## config.mk

```make
export PLATFORM = sky130hd
export DESIGN_NAME = uart_rx_errstat
export DESIGN_NICKNAME = d
export VERILOG_FILES = /design/src/rtl/uart_rx_pkg.sv /design/src/rtl/uart_rx_sync.sv /design/src/rtl/uart_rx_frame.sv /design/src/rtl/uart_rx_hold.sv /design/src/rtl/uart_rx_errstat.sv
export SDC_FILE = /design/constraint.sdc
export NUM_CORES = 1
export LEC_CHECK = 0
export ABC_AREA = 1
export BUFFER_PORTS_ARGS = -buffer_cell sky130_fd_sc_hd__buf_2
export CAP_MARGIN = 20
export CORE_UTILIZATION = 45
export CTS_CLUSTER_SIZE = 8
export DETAILED_ROUTE_END_ITERATION = 10
export HOLD_SLACK_MARGIN = 0.05
export SETUP_SLACK_MARGIN = 0.5
export SYNTH_ARGS = -nofsm -noshare
export SYNTH_HDL_FRONTEND = slang
export SYNTH_SLANG_ARGS = --single-unit
export TNS_END_PERCENT = 10
```

## constraint.sdc

```tcl
create_clock -name clk_i -period 1.8 [get_ports clk_i]
set_input_delay 0.18 -clock clk_i [delete_from_list [all_inputs] [get_ports clk_i]]
set_output_delay 0.18 -clock clk_i [all_outputs]
set_load 0.01 [all_outputs]
```

## src/rtl/uart_rx_pkg.sv

```systemverilog
package uart_rx_pkg;

  typedef enum logic [2:0] {
    ST_IDLE,
    ST_START,
    ST_DATA,
    ST_PAR,
    ST_STOP1,
    ST_STOP2
  } rx_state_e;

  typedef struct packed {
    logic perr;
    logic ferr;
  } rx_err_t;

  localparam int STAT_W     = 10;
  localparam int STAT_VALID = 0;
  localparam int STAT_PERR  = 3;
  localparam int STAT_FERR  = 4;
  localparam int STAT_OVR   = 5;
  localparam int STAT_ANY   = 6;
  localparam int STAT_ONE   = 9;

endpackage

```

## src/rtl/uart_rx_sync.sv

```systemverilog
module uart_rx_sync #(
  parameter int STAGES = 2
) (
  input  logic clk_i,
  input  logic rst_ni,
  input  logic d_i,
  output logic q_o
);
  logic [STAGES-1:0] sync_q;

  generate
    if (STAGES == 1) begin : g_one
      always_ff @(posedge clk_i or negedge rst_ni) begin
        if (!rst_ni) sync_q <= '1;
        else         sync_q <= d_i;
      end
    end else begin : g_chain
      always_ff @(posedge clk_i or negedge rst_ni) begin
        if (!rst_ni) sync_q <= '1;
        else         sync_q <= {sync_q[STAGES-2:0], d_i};
      end
    end
  endgenerate

  assign q_o = sync_q[STAGES-1];
endmodule

```

## src/rtl/uart_rx_frame.sv

```systemverilog
module uart_rx_frame
  import uart_rx_pkg::*;
#(
  parameter int OS_RATE   = 16,
  parameter int DATA_BITS = 8
) (
  input  logic                 clk_i,
  input  logic                 rst_ni,
  input  logic                 tick_i,
  input  logic                 rx_i,
  input  logic                 par_en_i,
  input  logic                 par_odd_i,
  input  logic                 two_stop_i,
  output logic                 store_o,
  output logic [DATA_BITS-1:0] data_o,
  output rx_err_t              err_o
);
  localparam int CNT_W = $clog2(OS_RATE);
  localparam int IDX_W = (DATA_BITS > 1) ? $clog2(DATA_BITS) : 1;
  localparam logic [CNT_W-1:0] MID_CNT  = CNT_W'(OS_RATE / 2 - 1);
  localparam logic [CNT_W-1:0] LAST_CNT = CNT_W'(OS_RATE - 1);
  localparam logic [IDX_W-1:0] LAST_IDX = IDX_W'(DATA_BITS - 1);

  rx_state_e            state_q;
  logic [CNT_W-1:0]     cnt_q;
  logic [IDX_W-1:0]     idx_q;
  logic [DATA_BITS-1:0] shift_q;
  logic                 perr_q;
  logic                 stop1_bad_q;
  logic                 store_q;
  rx_err_t              err_q;

  wire at_last = (cnt_q == LAST_CNT);

  always_ff @(posedge clk_i or negedge rst_ni) begin
    if (!rst_ni) begin
      state_q     <= ST_IDLE;
      cnt_q       <= '0;
      idx_q       <= '0;
      shift_q     <= '0;
      perr_q      <= 1'b0;
      stop1_bad_q <= 1'b0;
      store_q     <= 1'b0;
      err_q       <= '0;
    end else begin
      store_q <= 1'b0;
      if (tick_i) begin
        case (state_q)
          ST_IDLE: begin
            if (!rx_i) begin
              state_q <= ST_START;
              cnt_q   <= '0;
            end
          end
          ST_START: begin
            if (cnt_q == MID_CNT) begin
              cnt_q   <= '0;
              idx_q   <= '0;
              // line back high at mid-start: glitch
              state_q <= rx_i ? ST_IDLE : ST_DATA;
            end else begin
              cnt_q <= cnt_q + 1'b1;
            end
          end
          ST_DATA: begin
            if (at_last) begin
              cnt_q   <= '0;
              shift_q <= {rx_i, shift_q[DATA_BITS-1:1]};
              if (idx_q == LAST_IDX) begin
                perr_q  <= 1'b0;
                state_q <= par_en_i ? ST_PAR : ST_STOP1;
              end else begin
                idx_q <= idx_q + 1'b1;
              end
            end else begin
              cnt_q <= cnt_q + 1'b1;
            end
          end
          ST_PAR: begin
            if (at_last) begin
              cnt_q   <= '0;
              perr_q  <= (^shift_q) ^ rx_i ^ par_odd_i;
              state_q <= ST_STOP1;
            end else begin
              cnt_q <= cnt_q + 1'b1;
            end
          end
          ST_STOP1: begin
            if (at_last) begin
              cnt_q <= '0;
              if (two_stop_i) begin
                stop1_bad_q <= !rx_i;
                state_q     <= ST_STOP2;
              end else begin
                store_q    <= 1'b1;
                err_q.perr <= perr_q;
                err_q.ferr <= !rx_i;
                state_q    <= ST_IDLE;
              end
            end else begin
              cnt_q <= cnt_q + 1'b1;
            end
          end
          ST_STOP2: begin
            if (at_last) begin
              cnt_q      <= '0;
              store_q    <= 1'b1;
              err_q.perr <= perr_q;
              err_q.ferr <= stop1_bad_q | !rx_i;
              state_q    <= ST_IDLE;
            end else begin
              cnt_q <= cnt_q + 1'b1;
            end
          end
          default: state_q <= ST_IDLE;
        endcase
      end
    end
  end

  assign store_o = store_q;
  assign data_o  = shift_q;
  assign err_o   = err_q;

  AST_STORE_PULSE: assert property (@(posedge clk_i) disable iff (!rst_ni)
    store_q |=> !store_q) else $error("store not a single pulse");

  AST_GLITCH_DROP: assert property (@(posedge clk_i) disable iff (!rst_ni)
    (tick_i && state_q == ST_START && cnt_q == MID_CNT && rx_i)
      |=> (state_q == ST_IDLE && !store_q)) else $error("glitch not dropped");

endmodule

```

## src/rtl/uart_rx_hold.sv

```systemverilog
module uart_rx_hold
  import uart_rx_pkg::*;
#(
  parameter int DATA_BITS = 8
) (
  input  logic                 clk_i,
  input  logic                 rst_ni,
  input  logic                 store_i,
  input  logic [DATA_BITS-1:0] data_i,
  input  rx_err_t              err_i,
  input  logic                 rd_i,
  output logic [DATA_BITS-1:0] data_o,
  output logic                 valid_o,
  output logic                 perr_o,
  output logic                 ferr_o,
  output logic                 ovr_o
);
  logic [DATA_BITS-1:0] data_q;
  logic valid_q, perr_q, ferr_q, ovr_q;

  always_ff @(posedge clk_i or negedge rst_ni) begin
    if (!rst_ni) begin
      data_q  <= '0;
      valid_q <= 1'b0;
      perr_q  <= 1'b0;
      ferr_q  <= 1'b0;
      ovr_q   <= 1'b0;
    end else if (store_i) begin
      // store wins over a same-cycle read
      data_q  <= data_i;
      perr_q  <= err_i.perr;
      ferr_q  <= err_i.ferr;
      ovr_q   <= valid_q & ~rd_i;
      valid_q <= 1'b1;
    end else if (rd_i) begin
      valid_q <= 1'b0;
      perr_q  <= 1'b0;
      ferr_q  <= 1'b0;
      ovr_q   <= 1'b0;
    end
  end

  assign data_o  = data_q;
  assign valid_o = valid_q;
  assign perr_o  = perr_q;
  assign ferr_o  = ferr_q;
  assign ovr_o   = ovr_q;

  AST_STORE_SETS_VALID: assert property (@(posedge clk_i) disable iff (!rst_ni)
    store_i |=> valid_q) else $error("store left valid low");

  AST_OVR_ON_UNREAD: assert property (@(posedge clk_i) disable iff (!rst_ni)
    (store_i && valid_q && !rd_i) |=> ovr_q) else $error("overrun missed");

  AST_FLAGS_HOLD: assert property (@(posedge clk_i) disable iff (!rst_ni)
    (!store_i && !rd_i) |=> $stable({valid_q, perr_q, ferr_q, ovr_q, data_q}))
    else $error("flags moved without store or read");

  AST_READ_CLEARS: assert property (@(posedge clk_i) disable iff (!rst_ni)
    (rd_i && !store_i) |=> !(valid_q | perr_q | ferr_q | ovr_q))
    else $error("read left a flag set");

  AST_STORE_BEATS_READ: assert property (@(posedge clk_i) disable iff (!rst_ni)
    (rd_i && store_i) |=> (valid_q && !ovr_q)) else $error("read-store collision");

endmodule

```

## src/rtl/uart_rx_errstat.sv

```systemverilog
module uart_rx_errstat
  import uart_rx_pkg::*;
#(
  parameter int OS_RATE     = 16,
  parameter int DATA_BITS   = 8,
  parameter int SYNC_STAGES = 2
) (
  input  logic                 clk_i,
  input  logic                 rst_ni,
  input  logic                 os_tick_i,
  input  logic                 rxd_i,
  input  logic                 par_en_i,
  input  logic                 par_odd_i,
  input  logic                 two_stop_i,
  input  logic                 rd_i,
  output logic [DATA_BITS-1:0] data_o,
  output logic [STAT_W-1:0]    status_o
);
  logic                 rx_s;
  logic                 store;
  logic [DATA_BITS-1:0] frame_data;
  rx_err_t              frame_err;
  logic valid, perr, ferr, ovr;

  uart_rx_sync #(.STAGES(SYNC_STAGES)) u_sync (
    .clk_i  (clk_i),
    .rst_ni (rst_ni),
    .d_i    (rxd_i),
    .q_o    (rx_s)
  );

  uart_rx_frame #(.OS_RATE(OS_RATE), .DATA_BITS(DATA_BITS)) u_frame (
    .clk_i      (clk_i),
    .rst_ni     (rst_ni),
    .tick_i     (os_tick_i),
    .rx_i       (rx_s),
    .par_en_i   (par_en_i),
    .par_odd_i  (par_odd_i),
    .two_stop_i (two_stop_i),
    .store_o    (store),
    .data_o     (frame_data),
    .err_o      (frame_err)
  );

  uart_rx_hold #(.DATA_BITS(DATA_BITS)) u_hold (
    .clk_i   (clk_i),
    .rst_ni  (rst_ni),
    .store_i (store),
    .data_i  (frame_data),
    .err_i   (frame_err),
    .rd_i    (rd_i),
    .data_o  (data_o),
    .valid_o (valid),
    .perr_o  (perr),
    .ferr_o  (ferr),
    .ovr_o   (ovr)
  );

  always_comb begin
    status_o             = '0;
    status_o[STAT_ONE]   = 1'b1;
    status_o[STAT_ANY]   = perr | ferr | ovr;
    status_o[STAT_OVR]   = ovr;
    status_o[STAT_FERR]  = ferr;
    status_o[STAT_PERR]  = perr;
    status_o[STAT_VALID] = valid;
  end

  AST_FIXED_BITS: assert property (@(posedge clk_i) disable iff (!rst_ni)
    status_o[9:7] == 3'b100 && status_o[2:1] == 2'b00) else $error("fixed bits");

endmodule

```

==> run metrics <==
Syn Area/Cell=just over 8 um^2; DRC Markers=0; P_leak=0.001196 uW; diodes inserted=0; most numerous cell in the Yosys netlist=nand2_1; # rows=23; main area contributors after synthesis=dfrtp_1 (46%), nand2_1 (13%), inv_1 (5.9%), nand3_1 (4.0%), buf_4 (3.6%); Placer Congestion=0.8781; Synth Cell Area=roughly 0.0019 mm^2; Root Buffer=clkbuf_8; buffers added on ports=20; Worst EP arrival=1.56 ns; via/cell ratio=4.774; setup TNS=0 ns; crit-path max FO=6; dpl ws=between 0.3 and 0.4 ns; Die Width=66.97 um; area fraction of the dominant cell type after synthesis=46.11%; Worst-Skew Late Latency=between 0.2 and 0.3 ns; vias in the first global route=approximately 1400; final net count=roughly 270; grt ovf=0; CTS tree=done; Slew Limit Fails=0; outcome=complete, no violations; Final setup viols=0; RSZ-0062 raised after global routing=yes; Fin. Hold Viols=0; DR vias=~1500; area leader, netlist=dfrtp_1; largest net degree at the start of global routing=20; detailed placement HPWL=~2500 um; Worst Skew=slightly below 0.005 ns; initial antenna violation count=0; Routed Antenna Nets=0; CP endpoint kind=flip-flop; post-synthesis sequential area ratio=between 40% and 50%; Cells after Synth=233; First DRT Iteration DRCs=49; prevailing post-synth register cell=dfrtp_1; HP Class=input pin to flip-flop; Synth Register Bits=37; total track usage=18.82%; max frequency=slightly above 700 MHz; die area=approximately 0.0045 mm^2; Max clock buf depth=2; Power, Total=2441 uW; final core occ=a little under three fifths; CP Launch Type=flip-flop; H-tree lvl count=2; Total Routed Length=approximately 3500 um; Clock Sinks=37; distinct cell type count after synthesis=29; Max-Cap Viols=0; CTS clk-pin slew, worst paths=roughly 0.08 ns; synth warn=0; Top Ports=26; power density cells=approximately 1100 mW/mm^2; EDFF count, synth=0; crit path kind=flip-flop to flip-flop; CTS Buf Count=5; period utilisation layout=between 70% and 80%; worst vdd ir=roughly 0.57 mV; Final Critical Period=between 1 and 1.5 ns; post-DR wirelength/cell=11.25 um; asr flop ratio synth=100.0%; Core Region=0.004029 mm^2; initial core utilization=between 40 and 50%; die height=about 67 um; share of layout cells above drive strength 1=27.27%; most instantiated cells after synthesis=nand2_1 (68), dfrtp_1 (35), inv_1 (30), nand3_1 (15); first-pass iteration count of the detailed router=4; global-route wire length before repair=6189 um; # fillers=roughly 380; post-route setup slack=around 0.42 ns; Critical Path RT=about 2 ns; Layout area overhead=20.03%
## power by group
part / internal (uW) / switching (uW) / leakage (uW)
combinational: 288 / 434 / 0.000656
clock: 416 / 303 / 0.0000554
sequential: 905 / 94.1 / 0.000485
total: 1610 / 832 / 0.00120
## final timing paths
| check | start | to | slack (ns) | cells past startpoint |
|---|---|---|---|---|
| hold / removal | rd_i | u_hold.valid_o$_DFFE_PN0P_ | 0.16 | 4 |
| hold reg to reg | u_sync.sync_q[0]$_DFF_PN1_ | u_sync.sync_q[1]$_DFF_PN1_ | 0.36 | 0 |
| setup reg to reg | u_frame.idx_q[0]$_DFFE_PN0P_ | u_frame.idx_q[2]$_DFFE_PN0P_ | 0.42 | 8 |
| min in group asynchronous | rst_ni | u_hold.data_o[4]$_DFFE_PN0P_ | 0.36 | 2 |
| setup / recovery | u_frame.idx_q[0]$_DFFE_PN0P_ | u_frame.idx_q[2]$_DFFE_PN0P_ | 0.42 | 8 |
| max in group asynchronous | rst_ni | u_frame.state_q[1]$_DFFE_PN0P_ | 0.97 | 3 |
## sequential cells by signal, indices dropped and copies added, names as in the netlist
| name | flops |
|---|---|
| u_frame.data_o | 8 |
| u_hold.data_o | 8 |
| u_frame.cnt_q | 4 |
| u_frame.idx_q | 3 |
| u_frame.state_q | 3 |
| u_frame.err_o | 2 |
| u_sync.sync_q | 2 |
| u_frame.perr_q | 1 |
| u_frame.stop1_bad_q | 1 |
| u_frame.store_o | 1 |
| u_hold.ferr_o | 1 |
| u_hold.ovr_o | 1 |
| u_hold.perr_o | 1 |
| u_hold.valid_o | 1 |
## per-layer routing
layer	routed length (um)	global-route usage, %
met5	0	0
met4	55	7.713
met3	112	5.651
met2	1666	30.81
met1	1697	22.84
## kinds of logic (layout without fill, tap and decap cells)
family                   after synthesis  count (layout)  share of synthesized area, %
AO/OA/AOI/OAI                         34              34                         10.08
XOR/XNOR                               7               7                         3.228
adder cells (fa/ha/maj)                3               3                         1.976
buffers and inverters                 44              72                         10.54
flip-flops                            37              37                         48.88
other                                  2               5                        0.3954
AND/OR/NAND/NOR                      106             106                         24.90
## metrics by stage
step / area [um^2] / std cells / hold slack, ns
final: 2280 / 314 / 0.1564
after global routing: 2280 / 314 / 0.1911
after CTS: 2212 / 311 / 0.1520
after detailed placement: 2022 / 296 / 0.1539
after global placement: 2022 / 296 / 0.1505
after floorplan: 1922 / 236 / -0.1156
## final cells by class
class / instances / area [um^2] / area share [%]
Tap cell: 50 / 62.56 / 2.744
Multi-Input combinational cell: 155 / 847.1 / 37.16
Clock buffer: 6 / 72.57 / 3.183
Timing Repair Buffer: 31 / 200.2 / 8.782
Clock inverter: 2 / 38.79 / 1.701
Inverter: 33 / 126.4 / 5.543
Sequential cell: 37 / 932.1 / 40.89
## what timing repair did
action                                  4_1_cts  5_1_grt
resized for setup                             6       17
pin swaps                                     5        7
endpoints found under the setup margin       21       26
hold buffers                                  2        0
hold endpoints to repair                     17        0
buffers inserted                              5        3
## critical path, cell delays in order, from the launching register on
cell	delay (ns)
dfrtp_1	0.39
ha_2	0.20
ha_4	0.15
inv_2	0.04
nand2_2	0.06
o21ai_2	0.13
nand3_2	0.14
nand2_1	0.09
o21ai_1	0.06
## placed cells by master, fill, tap and decap left out, drive strengths merged, types with 4 or more instances in the layout
master and count:
nand2 72, dfrtp 35, inv 33, buf 29
o21ai 24, nand3 18, nor2 11, a21oi 6
clkbuf 6, conb 5, xnor2 4
Power figures use the tool's default switching activity.
